$ cat src/rtl/swfc_pkg.sv
package swfc_pkg;
  localparam int CHAR_W = 8;
  localparam int NUM_CTL = 4;

  localparam logic [1:0] SEL_ON1  = 2'd0;
  localparam logic [1:0] SEL_ON2  = 2'd1;
  localparam logic [1:0] SEL_OFF1 = 2'd2;
  localparam logic [1:0] SEL_OFF2 = 2'd3;

  typedef enum logic [1:0] {
    MODE_OFF     = 2'd0,
    MODE_SINGLE  = 2'd1,
    MODE_PAIR    = 2'd2,
    MODE_SPECIAL = 2'd3
  } mode_e;

  typedef enum logic [1:0] {
    INJ_IDLE   = 2'd0,
    INJ_FIRST  = 2'd1,
    INJ_SECOND = 2'd2
  } inj_st_e;

  // mask of the low 5..8 bits selected by the word-length code
  function automatic logic [CHAR_W-1:0] wlen_mask(input logic [1:0] wlen);
    return {CHAR_W{1'b1}} >> (2'd3 - wlen);
  endfunction

  function automatic logic char_eq(input logic [CHAR_W-1:0] a,
                                   input logic [CHAR_W-1:0] b,
                                   input logic [1:0] wlen);
    return ((a ^ b) & wlen_mask(wlen)) == '0;
  endfunction

  function automatic logic flow_mode(input mode_e m);
    return (m == MODE_SINGLE) || (m == MODE_PAIR);
  endfunction
endpackage

$ cat src/rtl/swfc_regs.sv
module swfc_regs
  import swfc_pkg::*;
(
  input  logic              clk,
  input  logic              rst_n,
  input  logic              we,
  input  logic [1:0]        sel,
  input  logic [CHAR_W-1:0] wdata,
  output logic [CHAR_W-1:0] on1,
  output logic [CHAR_W-1:0] on2,
  output logic [CHAR_W-1:0] off1,
  output logic [CHAR_W-1:0] off2
);
  for (genvar i = 0; i < NUM_CTL; i++) begin : g_bank
    logic [CHAR_W-1:0] q;
    always_ff @(posedge clk) begin
      if (!rst_n)                              q <= '0;
      else if (we && (sel == 2'(i)))           q <= wdata;
    end
  end

  assign on1  = g_bank[0].q;
  assign on2  = g_bank[1].q;
  assign off1 = g_bank[2].q;
  assign off2 = g_bank[3].q;


  off1_wr_chk: assert property (@(posedge clk) disable iff (!rst_n)
    (we && sel == SEL_OFF1) |=> (off1 == $past(wdata)));

  on2_wr_chk: assert property (@(posedge clk) disable iff (!rst_n)
    (we && sel == SEL_ON2) |=> (on2 == $past(wdata)));
endmodule

$ cat src/rtl/swfc_rx_match.sv
module swfc_rx_match
  import swfc_pkg::*;
(
  input  logic              clk,
  input  logic              rst_n,
  input  mode_e             mode,
  input  logic [1:0]        wlen,
  input  logic [CHAR_W-1:0] on1,
  input  logic [CHAR_W-1:0] on2,
  input  logic [CHAR_W-1:0] off1,
  input  logic [CHAR_W-1:0] off2,
  input  logic              rx_valid,
  input  logic [CHAR_W-1:0] rx_data,
  input  logic              flag_clr,
  output logic              fifo_wr,
  output logic [CHAR_W-1:0] fifo_wdata,
  output logic              tx_allow,
  output logic              fc_flag
);
  logic hit_on1, hit_on2, hit_off1, hit_off2;
  assign hit_on1  = char_eq(rx_data, on1,  wlen);
  assign hit_on2  = char_eq(rx_data, on2,  wlen);
  assign hit_off1 = char_eq(rx_data, off1, wlen);
  assign hit_off2 = char_eq(rx_data, off2, wlen);

  logic              pend_v, pend_off, spill_v, held, spc_q;
  logic [CHAR_W-1:0] pend_d, spill_d;

  // named events for the checks
  logic xoff_evt, xon_evt, spc_evt, flush_evt, pend_set, spill_set;
  logic wr_now;
  logic [CHAR_W-1:0] wr_data;
  logic drop_evt;

  always_comb begin
    xoff_evt  = 1'b0;
    xon_evt   = 1'b0;
    spc_evt   = 1'b0;
    flush_evt = 1'b0;
    pend_set  = 1'b0;
    spill_set = 1'b0;
    wr_now    = 1'b0;
    wr_data   = rx_data;
    if (rx_valid) begin
      unique case (mode)
        MODE_OFF: wr_now = 1'b1;
        MODE_SINGLE: begin
          if (hit_off1)     xoff_evt = 1'b1;
          else if (hit_on1) xon_evt  = 1'b1;
          else              wr_now   = 1'b1;
        end
        MODE_PAIR: begin
          if (pend_v) begin
            if (pend_off && hit_off2)       xoff_evt = 1'b1;
            else if (!pend_off && hit_on2)  xon_evt  = 1'b1;
            else begin
              flush_evt = 1'b1;
              wr_now    = 1'b1;
              wr_data   = pend_d;
              if (hit_off1 || hit_on1) pend_set  = 1'b1;
              else                     spill_set = 1'b1;
            end
          end else if (hit_off1 || hit_on1) begin
            pend_set = 1'b1;
          end else begin
            wr_now = 1'b1;
          end
        end
        MODE_SPECIAL: begin
          wr_now  = 1'b1;
          spc_evt = hit_off2;
        end
        default: wr_now = 1'b1;
      endcase
    end
  end

  assign drop_evt = xoff_evt || xon_evt;

  always_ff @(posedge clk) begin
    if (!rst_n) begin
      fifo_wr    <= 1'b0;
      fifo_wdata <= '0;
      pend_v     <= 1'b0;
      pend_off   <= 1'b0;
      pend_d     <= '0;
      spill_v    <= 1'b0;
      spill_d    <= '0;
      held       <= 1'b0;
      spc_q      <= 1'b0;
    end else begin
      fifo_wr <= 1'b0;
      if (wr_now) begin
        fifo_wr    <= 1'b1;
        fifo_wdata <= wr_data;
      end else if (spill_v) begin
        fifo_wr    <= 1'b1;
        fifo_wdata <= spill_d;
      end

      spill_v <= spill_set;
      if (spill_set) spill_d <= rx_data;

      if (mode != MODE_PAIR) begin
        pend_v <= 1'b0;
      end else if (pend_set) begin
        pend_v   <= 1'b1;
        pend_d   <= rx_data;
        pend_off <= hit_off1;
      end else if (rx_valid) begin
        pend_v <= 1'b0;
      end

      if (!flow_mode(mode)) held <= 1'b0;
      else if (xoff_evt)    held <= 1'b1;
      else if (xon_evt)     held <= 1'b0;

      if (spc_evt)       spc_q <= 1'b1;
      else if (flag_clr) spc_q <= 1'b0;
    end
  end

  assign tx_allow = !held;
  assign fc_flag  = held || spc_q;


  rx_gap_chk: assert property (@(posedge clk) disable iff (!rst_n)
    rx_valid |=> !rx_valid);

  xoff_hold_chk: assert property (@(posedge clk) disable iff (!rst_n)
    xoff_evt |=> (!tx_allow && fc_flag));

  xon_release_chk: assert property (@(posedge clk) disable iff (!rst_n)
    (xon_evt && !spc_q) |=> tx_allow);

  ctl_drop_chk: assert property (@(posedge clk) disable iff (!rst_n)
    drop_evt |=> !fifo_wr);

  flush_spill_chk: assert property (@(posedge clk) disable iff (!rst_n)
    (flush_evt && spill_set) |-> ##1 fifo_wr ##1 fifo_wr);

  spc_store_chk: assert property (@(posedge clk) disable iff (!rst_n)
    spc_evt |=> (fifo_wr && fc_flag && tx_allow));
endmodule

$ cat src/rtl/swfc_tx_inject.sv
module swfc_tx_inject
  import swfc_pkg::*;
#(
  parameter int FILL_W = 6
) (
  input  logic              clk,
  input  logic              rst_n,
  input  mode_e             mode,
  input  logic              auto_en,
  input  logic [FILL_W-1:0] fill,
  input  logic [FILL_W-1:0] trigger,
  input  logic [CHAR_W-1:0] on1,
  input  logic [CHAR_W-1:0] on2,
  input  logic [CHAR_W-1:0] off1,
  input  logic [CHAR_W-1:0] off2,
  input  logic              tx_take,
  output logic              inj_req,
  output logic [CHAR_W-1:0] inj_data
);
  function automatic logic above_trig(input logic [FILL_W-1:0] f,
                                      input logic [FILL_W-1:0] t);
    return f > t;
  endfunction

  function automatic logic below_trig(input logic [FILL_W-1:0] f,
                                      input logic [FILL_W-1:0] t);
    return f < t;
  endfunction

  inj_st_e st;
  logic    send_off, remote_off;

  logic start_evt, start_off, done_evt;
  assign start_off = !remote_off && above_trig(fill, trigger);
  assign start_evt = (st == INJ_IDLE) && auto_en && flow_mode(mode) &&
                     (start_off || (remote_off && below_trig(fill, trigger)));
  assign done_evt  = tx_take && ((st == INJ_SECOND) ||
                     ((st == INJ_FIRST) && (mode != MODE_PAIR)));

  always_ff @(posedge clk) begin
    if (!rst_n) begin
      st         <= INJ_IDLE;
      send_off   <= 1'b0;
      remote_off <= 1'b0;
      inj_data   <= '0;
    end else begin
      unique case (st)
        INJ_IDLE: if (start_evt) begin
          st         <= INJ_FIRST;
          send_off   <= start_off;
          remote_off <= start_off;
          inj_data   <= start_off ? off1 : on1;
        end
        INJ_FIRST: if (tx_take) begin
          if (mode == MODE_PAIR) begin
            st       <= INJ_SECOND;
            inj_data <= send_off ? off2 : on2;
          end else begin
            st <= INJ_IDLE;
          end
        end
        INJ_SECOND: if (tx_take) st <= INJ_IDLE;
        default: st <= INJ_IDLE;
      endcase
    end
  end

  assign inj_req = (st != INJ_IDLE);


  inj_hold_chk: assert property (@(posedge clk) disable iff (!rst_n)
    (inj_req && !tx_take) |=> (inj_req && $stable(inj_data)));

  inj_start_chk: assert property (@(posedge clk) disable iff (!rst_n)
    start_evt |=> inj_req);

  inj_done_chk: assert property (@(posedge clk) disable iff (!rst_n)
    done_evt |=> !inj_req);
endmodule

$ cat src/rtl/swfc_engine.sv
module swfc_engine
  import swfc_pkg::*;
#(
  parameter int FILL_W = 6
) (
  input  logic              clk,
  input  logic              rst_n,
  input  logic [1:0]        cfg_mode,
  input  logic [1:0]        cfg_wlen,
  input  logic              cfg_auto_send,
  input  logic              reg_we,
  input  logic [1:0]        reg_sel,
  input  logic [7:0]        reg_wdata,
  input  logic              rx_valid,
  input  logic [7:0]        rx_data,
  output logic              fifo_wr,
  output logic [7:0]        fifo_wdata,
  input  logic [FILL_W-1:0] rx_fill,
  input  logic [FILL_W-1:0] rx_trigger,
  output logic              tx_allow,
  input  logic              tx_take,
  output logic              inj_req,
  output logic [7:0]        inj_data,
  input  logic              flag_clr,
  output logic              fc_flag
);
  mode_e mode;
  assign mode = mode_e'(cfg_mode);

  logic [CHAR_W-1:0] on1, on2, off1, off2;

  swfc_regs u_regs (
    .clk(clk), .rst_n(rst_n), .we(reg_we), .sel(reg_sel), .wdata(reg_wdata),
    .on1(on1), .on2(on2), .off1(off1), .off2(off2)
  );

  swfc_rx_match u_rx (
    .clk(clk), .rst_n(rst_n), .mode(mode), .wlen(cfg_wlen),
    .on1(on1), .on2(on2), .off1(off1), .off2(off2),
    .rx_valid(rx_valid), .rx_data(rx_data), .flag_clr(flag_clr),
    .fifo_wr(fifo_wr), .fifo_wdata(fifo_wdata),
    .tx_allow(tx_allow), .fc_flag(fc_flag)
  );

  swfc_tx_inject #(.FILL_W(FILL_W)) u_inj (
    .clk(clk), .rst_n(rst_n), .mode(mode), .auto_en(cfg_auto_send),
    .fill(rx_fill), .trigger(rx_trigger),
    .on1(on1), .on2(on2), .off1(off1), .off2(off2),
    .tx_take(tx_take), .inj_req(inj_req), .inj_data(inj_data)
  );


  reset_idle_chk: assert property (@(posedge clk)
    !rst_n |=> (tx_allow && !fc_flag && !fifo_wr && !inj_req));
endmodule

$ cat config.mk
export PLATFORM = sky130hd
export DESIGN_NAME = swfc_engine
export DESIGN_NICKNAME = d
export VERILOG_FILES = /design/src/rtl/swfc_pkg.sv /design/src/rtl/swfc_regs.sv /design/src/rtl/swfc_rx_match.sv /design/src/rtl/swfc_tx_inject.sv /design/src/rtl/swfc_engine.sv
export SDC_FILE = /design/constraint.sdc
export NUM_CORES = 1
export LEC_CHECK = 0
export ABC_CLOCK_PERIOD_IN_PS = 2300
export BUFFER_PORTS_ARGS = -buffer_cell sky130_fd_sc_hd__buf_2
export CAP_MARGIN = 0
export CORE_AREA = 2 2 87 89
export DETAILED_ROUTE_END_ITERATION = 6
export DIE_AREA = 0 0 89 91
export PLACE_DENSITY = 0.79
export SYNTH_ARGS = -nofsm -noshare
export SYNTH_HDL_FRONTEND = slang
export SYNTH_SLANG_ARGS = --single-unit
$ cat constraint.sdc
create_clock -name clk -period 2.3 [get_ports clk]
set_clock_uncertainty 0.15 [all_clocks]
set_input_delay 0.23 -clock clk [delete_from_list [all_inputs] [get_ports clk]]
set_output_delay 0.23 -clock clk [all_outputs]
set_load 0.01 [all_outputs]
==> results.json <==
{
  "final_common_cell": "dfxtp_1",
  "crit_path_top_delay_cell": "nor4_4",
  "cts_buffers": 9,
  "p_total_mw": 2.95,
  "dpl_cell_area_mm2": 0.00448,
  "synth_edf_count": 0,
  "coreArea_mm2": 0.00714,
  "finalMaxSlewViolations": 0,
  "crit_chain": "xnor2_1 -> nand3_1 -> nor4_4 -> o211ai_4 -> a221oi_1 -> a211oi_2",
  "arrival_ps": 2290,
  "ys_ff_latch": 73,
  "avgRoutedWirePerCell_um": 16.3,
  "die_width_um": 89,
  "final_cell_mix": "73 x dfxtp_1, 60 x buf_2, 48 x mux2i_1",
  "critical_path_class": "reg2reg",
  "dp.final_hpwl_um": 7290,
  "r2r-start": "u_regs.off2[3]",
  "r2r_slack_ps": 80,
  "worstPathMaxFanout": 9,
  "ys_seq_area_share_pct": 36.3,
  "port-buffer-count": 60,
  "power.density_mw_per_mm2": 619,
  "synth_cell_types": 59,
  "cp-end-kind": "register",
  "clkPwrFrac_pct": 38.2,
  "vias_per_cell": 5.73,
  "rsz0062_at_grt": "false",
  "area.growth.synth_to_final_pct": 18.4,
  "antenna_found_initial": 0,
  "irDropWorstVdd_mv": 0.486,
  "dr.pass1.iters": 4,
  "maxSlewHeadroom_pct": 56.9,
  "period_needed_ps": 2220,
  "cts_setup_buffers": 0,
  "worstPathRequired_ps": 2370,
  "fin_crit_sh_pct": 96.5,
  "grt_pass1_wl_um": 16400,
  "hold_path.class": "in2reg",
  "drcViolationCount": 0,
  "slowest_delay_ps": 520,
  "worstSetupStartpoint": "u_regs.off2[3]",
  "final_util_pct": 66.7,
  "final_nets": 560,
  "tightest_slew_ps": 644,
  "fmax_mhz": 451,
  "p_switching_mw": 0.812,
  "place.gp.congestion": 0.887,
  "critPathCapture": "u_rx.fifo_wdata[1]",
  "start_util_pct": 56.3,
  "leakagePower_nw": 2.05,
  "p_int_mw": 2.13,
  "drtIter0Drc": 168,
  "wl_um": 10000,
  "cts_tree": "done",
  "htreeDepth": 3,
  "num_rows": 31,
  "cts.sinks": 73,
  "pwr-share-seq_pct": 45.2,
  "max_cap_violations": 0,
  "fin_hold_ws_ps": 7.27,
  "grt_pass1_vias": 3472,
  "die_area_mm2": 0.00810,
  "r2r_cells": 6,
  "root_buffer": "clkbuf_8",
  "ant_nets": 0,
  "pin_count": 61,
  "grt_max_degree": 34,
  "worst_setup_path_start_kind": "register",
  "syn-num-nets": 494,
  "path_clk_slew_ps": 80,
  "die_h_um": 91,
  "status": "complete, no violations",
  "ys_async_sr_fraction_pct": 0,
  "syn-cell-area_mm2": 0.00402,
  "synthCells": 444,
  "dr_total_vias": 3517,
  "fillers": 601,
  "reg2reg_to": "u_rx.fifo_wdata[1]",
  "critical_path_buf_inv_count": 0,
  "combPwrFrac_pct": 16.6,
  "antennaDiodeCount": 0,
  "insertion_delay_ps": 360,
  "track_usage_pct": 25.8,
  "hold_violations": 0,
  "swShare_pct": 27.6,
  "drive_gt1_share_pct": 23.5,
  "overflow": 0,
  "finalSetupViolations": 0,
  "clockBufferDepth": 2,
  "critPathTopFamily": "simple AND/OR/NAND/NOR gates",
  "synth_area_per_cell_um2": 9.06,
  "ys_warn_count": 0,
  "final_area_mm2": 0.00476,
  "worst-path-stages": 6,
  "synthFlopType": "dfxtp_1"
}
how the worst min path moves through the flow:
stage                 startpoint           endpoint  slack (ps)  cells after the start
2_1_floorplan       reg_wdata[0]     u_regs.off1[0]         220                      2
3_3_place_gp      u_rx.pend_d[1]     u_rx.pend_d[1]         290                      2
3_5_place_dp   u_inj.inj_data[6]  u_inj.inj_data[6]         300                      2
4_1_cts             reg_wdata[2]     u_regs.off2[2]           2                      3
5_1_grt             reg_wdata[0]     u_regs.off2[0]          20                      3
6_report            reg_wdata[2]     u_regs.off2[2]           7                      3
final cells by class:
| cell class | count | area [um^2] | area share, % |
|---|---|---|---|
| Clock buffer | 9 | 124 | 2.60 |
| Sequential cell | 73 | 1460 | 30.7 |
| Inverter | 14 | 52.6 | 1.10 |
| Multi-Input combinational cell | 325 | 2350 | 49.4 |
| Clock inverter | 7 | 93.8 | 1.97 |
| Timing Repair Buffer | 87 | 551 | 11.6 |
| Tap cell | 99 | 124 | 2.60 |
metrics by stage:
stage | setup TNS, ps | cells | setup WS [ps]
2_1_floorplan | 0 | 444 | 132
3_3_place_gp | 0 | 594 | 29.0
3_5_place_dp | -451 | 594 | -90.6
4_1_cts | 0 | 614 | 82.4
5_1_grt | 0 | 614 | 4.05
6_report | 0 | 614 | 81.4
layer usage:
layer	part of all wire (%)	track usage [%]	vias up
met1	44	32.9	1691
met5	0	0	-
met3	4.5	5.27	23
met4	1.8	8.58	0
li1	-	-	1708
met2	50	42.8	95
worst reg2reg max path, cell delays in order, from the launching register on:
cell	delay (ps)
dfxtp_1	370
xnor2_1	140
nand3_1	190
nor4_4	520
o211ai_4	210
a221oi_1	410
a211oi_2	80
flip-flops by register name, summed over array words and instances, names as in the netlist, 2 cells and up:
signal / count
u_regs.on2: 8
u_rx.pend_d: 8
u_inj.st: 2
u_regs.on1: 8
u_regs.off1: 8
u_rx.fifo_wdata: 8
u_inj.inj_data: 8
u_regs.off2: 8
u_rx.spill_d: 8
power by group through the flow:
stage / clock network [mW] / logic [mW] / registers (mW)
2_1_floorplan: 0 / 0.314 / 1.36
4_1_cts: 1.14 / 0.484 / 1.33
5_1_grt: 1.18 / 0.534 / 1.34
3_5_place_dp: 0 / 0.475 / 1.36
6_report: 1.12 / 0.490 / 1.33
3_3_place_gp: 0 / 0.461 / 1.36
what timing repair did:
action	CTS	global route
hold buffers	4	0
hold endpoints to repair	6	0
resized for setup	0	4
endpoints found under the setup margin	0	11
synth_stat cells, types with 2 or more instances:
cell type  number  area (um^2)
ha_1            9          113
o21ai_0        11         55.1
clkbuf_1       15         56.3
a211oi_2        5         62.6
nor2_1         39          146
and3_1          2         12.5
nand3b_1        2         15.0
nor3_2          2         20.0
a211o_1         9         78.8
inv_1          13         48.8
buf_4           3         22.5
a311oi_1        6         52.6
a32oi_1         2         17.5
dfxtp_1        73         1460
o211ai_1        2         15.0
a22oi_1         3         22.5
or2_1           2         12.5
nor3b_1         2         15.0
nand3_1        15         75.1
o21ai_1         3         15.0
a221oi_1        8         70.1
mux2i_1        48          480
buf_6           5         56.3
xnor2_1        24          210
a211oi_1       11         82.6
nor2b_1        18          113
nor3_1          4         20.0
a21oi_1        19         95.1
nand2_1        39          146
o31ai_1         2         15.0
buf_2           8         40.0
xor2_1          8         70.1
o21a_1          6         45.0
cell families (layout without fill, tap and decap cells):
group | Yosys count | count (layout) | share of synthesized area [%]
and+or+nand+nor | 137 | 137 | 17.4
AOI/OAI and AO/OA | 99 | 99 | 18.8
DFF | 73 | 73 | 36.3
muxes | 48 | 48 | 11.9
buffers and inverters | 46 | 117 | 5.76
xor gates and xnor gates | 32 | 32 | 6.97
adders and majority gates | 9 | 9 | 2.80
No activity file was read; power rests on OpenSTA's default activity.
